`config.mk`:
```
export PLATFORM = sky130hd
export DESIGN_NAME = softstart_hiccup_seq
export DESIGN_NICKNAME = d
export VERILOG_FILES = /design/src/rtl/hs_pkg.sv /design/src/rtl/hs_sync2.sv /design/src/rtl/hs_tick.sv /design/src/rtl/hs_core.sv /design/src/rtl/softstart_hiccup_seq.sv
export SDC_FILE = /design/constraint.sdc
export NUM_CORES = 1
export LEC_CHECK = 0
export CAP_MARGIN = 5
export CORE_UTILIZATION = 50
export CTS_BUF_LIST = sky130_fd_sc_hd__clkbuf_16
export DETAILED_ROUTE_END_ITERATION = 10
export DONT_BUFFER_PORTS = 1
export GPL_ROUTABILITY_DRIVEN = 0
export GPL_TIMING_DRIVEN = 0
export SYNTH_ARGS = -nofsm -noshare
export SYNTH_HDL_FRONTEND = slang
export SYNTH_SLANG_ARGS = --single-unit
```
`constraint.sdc`:
```
create_clock -name clk -period 2.54 [get_ports clk]
set_clock_uncertainty 0.15 [all_clocks]
set_input_delay 0.381 -clock clk [delete_from_list [all_inputs] [get_ports clk]]
set_output_delay 0.381 -clock clk [all_outputs]
set_load 0.01 [all_outputs]
```
`src/rtl/hs_pkg.sv`:
```
package hs_pkg;
  typedef enum logic [2:0] {
    ST_OFF  = 3'd0,
    ST_INH  = 3'd1,
    ST_RAMP = 3'd2,
    ST_FULL = 3'd3,
    ST_HIC  = 3'd4
  } hs_state_e;
endpackage

```
`src/rtl/hs_sync2.sv`:
```
module hs_sync2 #(
  parameter int N = 4
) (
  input  logic         clk,
  input  logic         rst,
  input  logic [N-1:0] d,
  output logic [N-1:0] q
);
  logic [N-1:0] meta_q;
  logic [N-1:0] sync_q;

  always_ff @(posedge clk) begin
    if (rst) begin
      meta_q <= '0;
      sync_q <= '0;
    end else begin
      meta_q <= d;
      sync_q <= meta_q;
    end
  end

  assign q = sync_q;
endmodule

```
`src/rtl/hs_tick.sv`:
```
module hs_tick #(
  parameter int DIV = 4
) (
  input  logic clk,
  input  logic rst,
  input  logic clr,
  output logic tick
);
  localparam int DW = (DIV > 1) ? $clog2(DIV) : 1;

  generate
    if (DIV <= 1) begin : g_every
      assign tick = 1'b1;
    end else begin : g_count
      localparam logic [DW-1:0] LAST = DW'(DIV - 1);
      logic [DW-1:0] div_q;
      assign tick = (div_q == LAST);
      always_ff @(posedge clk) begin
        if (rst || clr || tick) div_q <= '0;
        else                    div_q <= div_q + 1'b1;
      end
    end
  endgenerate
endmodule

```
`src/rtl/hs_core.sv`:
```
module hs_core
  import hs_pkg::*;
#(
  parameter int CODE_W         = 6,
  parameter int UV_UNMASK_CODE = 16,
  parameter int DUMMY_RAMPS    = 3
) (
  input  logic              clk,
  input  logic              rst,
  input  logic              tick,
  input  logic              pg_s,
  input  logic              inh_s,
  input  logic              uv_s,
  output logic              restart,
  output logic [CODE_W-1:0] code_q,
  output logic              en_q,
  output logic              done_q,
  output logic              fault_q
);
  localparam int RW = $clog2(DUMMY_RAMPS) + 1;
  localparam logic [CODE_W-1:0] FULL    = {CODE_W{1'b1}};
  localparam logic [CODE_W-1:0] FULL_M1 = FULL - 1'b1;
  localparam logic [CODE_W-1:0] MASK_C  = CODE_W'(UV_UNMASK_CODE);
  localparam logic [RW-1:0]     REP_END = RW'(DUMMY_RAMPS - 1);

  hs_state_e         st_q, st_d;
  logic [CODE_W-1:0] cnt_q, cnt_d;
  logic [RW-1:0]     rep_q, rep_d;
  logic              en_d;

  always_comb begin
    st_d  = st_q;
    cnt_d = cnt_q;
    rep_d = rep_q;
    unique case (st_q)
      ST_OFF:  if (pg_s) st_d = inh_s ? ST_INH : ST_RAMP;
      ST_INH:  if (!inh_s) st_d = ST_RAMP;
      ST_RAMP: begin
        if (uv_s && cnt_q >= MASK_C) st_d = ST_HIC;
        else if (tick) begin
          cnt_d = cnt_q + 1'b1;
          if (cnt_q == FULL_M1) st_d = ST_FULL;
        end
      end
      ST_FULL: if (uv_s) st_d = ST_HIC;
      ST_HIC: begin
        if (tick) begin
          if (cnt_q == FULL_M1) begin
            cnt_d = '0;
            if (rep_q == REP_END) st_d = ST_RAMP;
            else                  rep_d = rep_q + 1'b1;
          end else begin
            cnt_d = cnt_q + 1'b1;
          end
        end
      end
      default: st_d = ST_OFF;
    endcase
    if (st_q != ST_OFF && inh_s) st_d = ST_INH;
    if (!pg_s) st_d = ST_OFF;
    restart = (st_d != st_q);
    if (restart) begin
      cnt_d = (st_d == ST_FULL) ? FULL : '0;
      rep_d = '0;
    end
  end

  assign en_d = (st_d == ST_RAMP) || (st_d == ST_FULL);

  always_ff @(posedge clk) begin
    if (rst) begin
      st_q    <= ST_OFF;
      cnt_q   <= '0;
      rep_q   <= '0;
      en_q    <= 1'b0;
      code_q  <= '0;
      done_q  <= 1'b0;
      fault_q <= 1'b0;
    end else begin
      st_q    <= st_d;
      cnt_q   <= cnt_d;
      rep_q   <= rep_d;
      en_q    <= en_d;
      code_q  <= en_d ? cnt_d : '0;
      done_q  <= (st_d == ST_FULL);
      fault_q <= (st_d == ST_HIC);
    end
  end

  AST_SUPPLY_LOSS_OFF: assert property (@(posedge clk) disable iff (rst)
    !pg_s |=> (!en_q && code_q == '0 && !fault_q));
  AST_INHIBIT_OFF: assert property (@(posedge clk) disable iff (rst)
    inh_s |=> !en_q);
  AST_RAMP_STEP: assert property (@(posedge clk) disable iff (rst)
    (en_q && $past(en_q)) |-> (code_q == $past(code_q) || code_q == $past(code_q) + 1'b1));
  AST_DONE_AT_FULL: assert property (@(posedge clk) disable iff (rst)
    done_q |-> (en_q && code_q == FULL));
  AST_FAULT_OUTPUTS_OFF: assert property (@(posedge clk) disable iff (rst)
    fault_q |-> (!en_q && !done_q && code_q == '0));
  AST_UV_MASKED: assert property (@(posedge clk) disable iff (rst)
    (en_q && !done_q && code_q < MASK_C && pg_s && !inh_s) |=> en_q);
endmodule

```
`src/rtl/softstart_hiccup_seq.sv`:
```
module softstart_hiccup_seq #(
  parameter int CODE_W         = 6,
  parameter int TICK_DIV       = 4,
  parameter int UV_UNMASK_CODE = 16,
  parameter int DUMMY_RAMPS    = 3
) (
  input  logic              clk,
  input  logic              rst,
  input  logic              supply_good,
  input  logic              uv_a,
  input  logic              uv_b,
  input  logic              inhibit,
  output logic [CODE_W-1:0] ref_code,
  output logic              en_a,
  output logic              en_b,
  output logic              ss_done,
  output logic              fault_latched
);
  logic [3:0] raw_in, syn;
  logic       tick, restart, en_q;

  assign raw_in = {supply_good, inhibit, uv_b, uv_a};

  hs_sync2 #(.N(4)) u_sync (
    .clk (clk),
    .rst (rst),
    .d   (raw_in),
    .q   (syn)
  );

  hs_tick #(.DIV(TICK_DIV)) u_tick (
    .clk  (clk),
    .rst  (rst),
    .clr  (restart),
    .tick (tick)
  );

  hs_core #(
    .CODE_W         (CODE_W),
    .UV_UNMASK_CODE (UV_UNMASK_CODE),
    .DUMMY_RAMPS    (DUMMY_RAMPS)
  ) u_core (
    .clk     (clk),
    .rst     (rst),
    .tick    (tick),
    .pg_s    (syn[3]),
    .inh_s   (syn[2]),
    .uv_s    (syn[1] | syn[0]),
    .restart (restart),
    .code_q  (ref_code),
    .en_q    (en_q),
    .done_q  (ss_done),
    .fault_q (fault_latched)
  );

  assign en_a = en_q;
  assign en_b = en_q;

  AST_JOINT_SHUTDOWN: assert property (@(posedge clk) disable iff (rst)
    $rose(fault_latched) |-> ($fell(en_a) && $fell(en_b) && ref_code == '0));
endmodule

```
==> flow_summary.ini <==
[status]
status = finished clean

[cells_and_area]
fin_nets = 174
syn2layout_area_growth_pct = 13.24
n_fill_cell = 243
post-route-util = 0.6016
diodes = 0
layout-drive-gt1-share = 0.1524
regArea_um2 = 620.6
multiInputGateArea_um2 = 779.5

[pwr]
swShare = 0.2048
power_frac_clock = 0.495
leakagePower_uw = 0.0006469
switchingPower_uw = 224.5
p_int_uw = 871.5
ir_drop_uv = 499.4
powerDensity_mw_per_mm2 = 660.6
seqPwrFrac = 0.462
pwr-share-comb = 0.043
finalPower_uw = 1096

[clock_tree]
cts-root-buf = clkbuf_16
clk_pin_slew_ns = 0.05
cts_tree = yes
clock_sinks = 31
clockBufferDepth = 2
clk-insertion-delay-late_ns = 0.27
cts_buffers = 5
htree_levels = 2

[route]
wl_per_cell_um = 15.30
antenna_left = 0
drc_errors = 0
vias_per_cell = 6.031
drtPass1Iterations = 5
drtIter0Drc = 48
num_vias = 1176
totalWireLength_mm = 2.983

[critical_path]
ff2ff_path_depth = 7
cp-start-kind = register
critical_path_class = reg -> reg
worstPathArrival_ns = 2.46
crit_slowest_cell = or4_4
r2r-start = u_core.cnt_q[1]
crit_start = u_core.cnt_q[1]
cp_cell_sequence = ha_1 > nand3_2 > or4_4 > a211o_1 > and2_4 > buf_6 > a211oi_1
required_ns = 2.57
cp-end-kind = register
r2r_slack_ns = 0.12
worstPathMaxFanout = 10
worstSetupEndpoint = u_core.code_q[4]
critPathMaxStageDelay_ns = 0.52
r2r_end = u_core.code_q[4]

[floorplanning]
num_rows = 19
die_x_um = 56.13
die_h_um = 56.13
initial_core_util = 0.5313
dieArea_mm2 = 0.003151
core_mm2 = 0.002758
io_pins = 16

[global_routing]
grt_usage = 0.2095
antenna_found_initial = 0
use_met1 = 0.2654
grt.busiest_layer = met2
grt_max_degree = 11
grt.met3_usage = 0.06047
grt_util_met2 = 0.3197
grt_pass1_vias = 1115
grt_first_pass_wirelength_mm = 5.078
grt-ovfl-total = 0

[sta]
tightest_slew_ns = 0.7267
hold_violations = 0
fmax_mhz = 412.8
finalWorstSetupSlack_ns = 0.1178
period_needed_ns = 2.422
setup_viol = 0
timing.slew.headroom = 0.5111
drv_slew = 0
period_share = 0.9536

[synthesis]
synth_cell_type_count = 46
synth_nets = 167
yosysWarnings = 0
syn_area_mm2 = 0.001465
syn_avg_cell_area_um2 = 9.392
ys_ff_latch = 31
ys_seq_area_frac = 0.4236
synthCells = 156

[min_path]
holdCritPathClass = in -> reg

[placement]
post-place-ws_ns = -0.01926
hpwl_mm = 2.105
portBuffers = 0

[job]
maxCapViolCount = 0
logic make-up (layout without fill, tap and decap cells):
logic type | count (synthesis) | after routing | synth area share
and+or+nand+nor | 52 | 52 | 0.2169
DFF | 31 | 31 | 0.4236
AOI/OAI and AO/OA | 47 | 47 | 0.2280
muxes | 3 | 3 | 0.02050
buffers and inverters | 16 | 24 | 0.05636
adders and majority gates | 5 | 5 | 0.04270
xor gates and xnor gates | 2 | 2 | 0.01196
repair_timing:
item	in CTS	in global routing
gates resized for setup	1	4
hold buffers	0	0
setup buffers	0	0
endpoints found under the setup margin	6	14
gates cloned	0	0
endpoints found under the hold margin	0	0
pin swaps	0	0
per-stage QoR:
step	area, um^2	cells	hold WS (ns)	TNS, ns
after CTS	1647	195	0.01862	0
final	1659	195	0.02364	0
after floorplan	1465	156	0.2543	0
after global placement	1504	187	0.2644	0
after detailed placement	1504	187	0.2751	-0.04638
after global routing	1659	195	0.01943	-0.006230
power by group through the flow:
stage	combinational [uW]	sequential, uW	clock [uW]
floorplan	37.1	514	0
global placement	44.4	515	0
detailed placement	45.3	516	0
CTS	46.4	506	555
global route	53.7	507	573
finish	46.9	507	543
synth_stat cells, drive strengths merged:
master / n / area (um^2)
o21ai: 4 / 20.02
nand2b: 4 / 27.53
buf: 6 / 41.28
a211oi: 10 / 75.07
o211a: 1 / 10.01
dfxtp: 31 / 620.6
or3b: 1 / 8.760
a2111oi: 2 / 17.52
and3: 1 / 6.260
mux2i: 3 / 30.03
o211ai: 2 / 15.01
or4: 1 / 11.26
nand4: 2 / 12.51
o21bai: 1 / 7.510
nor2: 6 / 22.52
a22oi: 4 / 30.03
o32a: 1 / 11.26
o22a: 1 / 8.760
a311oi: 1 / 8.760
inv: 9 / 33.78
nor2b: 11 / 68.82
xor2: 1 / 8.760
nand2: 6 / 22.52
nor3b: 2 / 15.01
or2: 1 / 6.260
nor4b: 2 / 17.52
a21boi: 2 / 15.01
a31oi: 1 / 6.260
ha: 5 / 62.56
and2: 1 / 8.760
clkbuf: 1 / 7.510
o31a: 1 / 10.01
nor3: 3 / 15.01
a21oi: 6 / 30.03
nand3: 6 / 42.54
a211o: 2 / 17.52
nor4: 1 / 6.260
o31ai: 1 / 7.510
o22ai: 7 / 43.79
or3: 4 / 26.28
xnor2: 1 / 8.760
critical path, delay by kind of cell (launching register included):
kind | cells | cell delay, ns
buffers and inverters | 1 | 0.13
adder cells (fa/ha/maj) | 1 | 0.24
flip-flops | 1 | 0.46
AND/OR/NAND/NOR | 3 | 0.84
AO/OA/AOI/OAI | 2 | 0.52
layout make-up:
class,instances,share of cell area
multi-input combinational,109,0.4698
sequential,31,0.3741
clock buffer,5,0.07541
buffer,7,0.02941
tap,31,0.02338
inverter,9,0.02036
clock inverter,3,0.007541
registers in the layout (all words and copies together), names as in the netlist, 2 cells and up:
name                  count
u_core.cnt_q              6
u_core.code_q             6
u_sync.meta_q             4
u_sync.q                  4
u_core.rep_q              3
u_core.st_q               3
u_tick.g_count.div_q      2
layer usage:
metal  up-vias  routed length, um
met5         -                  0
met4         0                 61
met3         8                189
met2        44               1407
met1       532               1326
li1        592                  -
cell usage in the layout, fill, tap and decap left out, types with 2 or more instances in the layout:
cell type  netlist  layout
clkbuf_16        0       5
nand3_1          5       4
ha_1             5       5
nor2_1           6       6
o22ai_1          7       7
nor2b_1         11      11
a22oi_1          4       3
a211o_1          2       2
nor3_1           3       3
buf_4            2       2
nand2_1          6       6
nor3b_1          2       2
a21boi_0         2       2
mux2i_1          3       3
dfxtp_1         31      31
a211oi_1        10      10
nor4b_1          2       2
nand4_1          2       2
nand2b_1         3       3
o211ai_1         2       2
or3_1            3       3
buf_2            3       3
a21oi_1          6       6
o21ai_0          4       3
inv_1            9      11
how the worst min path moves through the flow:
| stage | from | end | slack [ns] | cells past startpoint |
|---|---|---|---|---|
| after global placement | u_tick.g_count.div_q[0] | u_tick.g_count.div_q[0] | 0.26 | 1 |
| after detailed placement | u_sync.meta_q[2] | u_sync.q[2] | 0.28 | 1 |
| after CTS | rst | u_sync.q[0] | 0.02 | 1 |
| final | rst | u_sync.q[0] | 0.02 | 1 |
| after floorplan | u_tick.g_count.div_q[0] | u_tick.g_count.div_q[0] | 0.25 | 1 |
| after global routing | rst | u_sync.q[1] | 0.02 | 1 |
No activity file was read; power rests on OpenSTA's default activity.
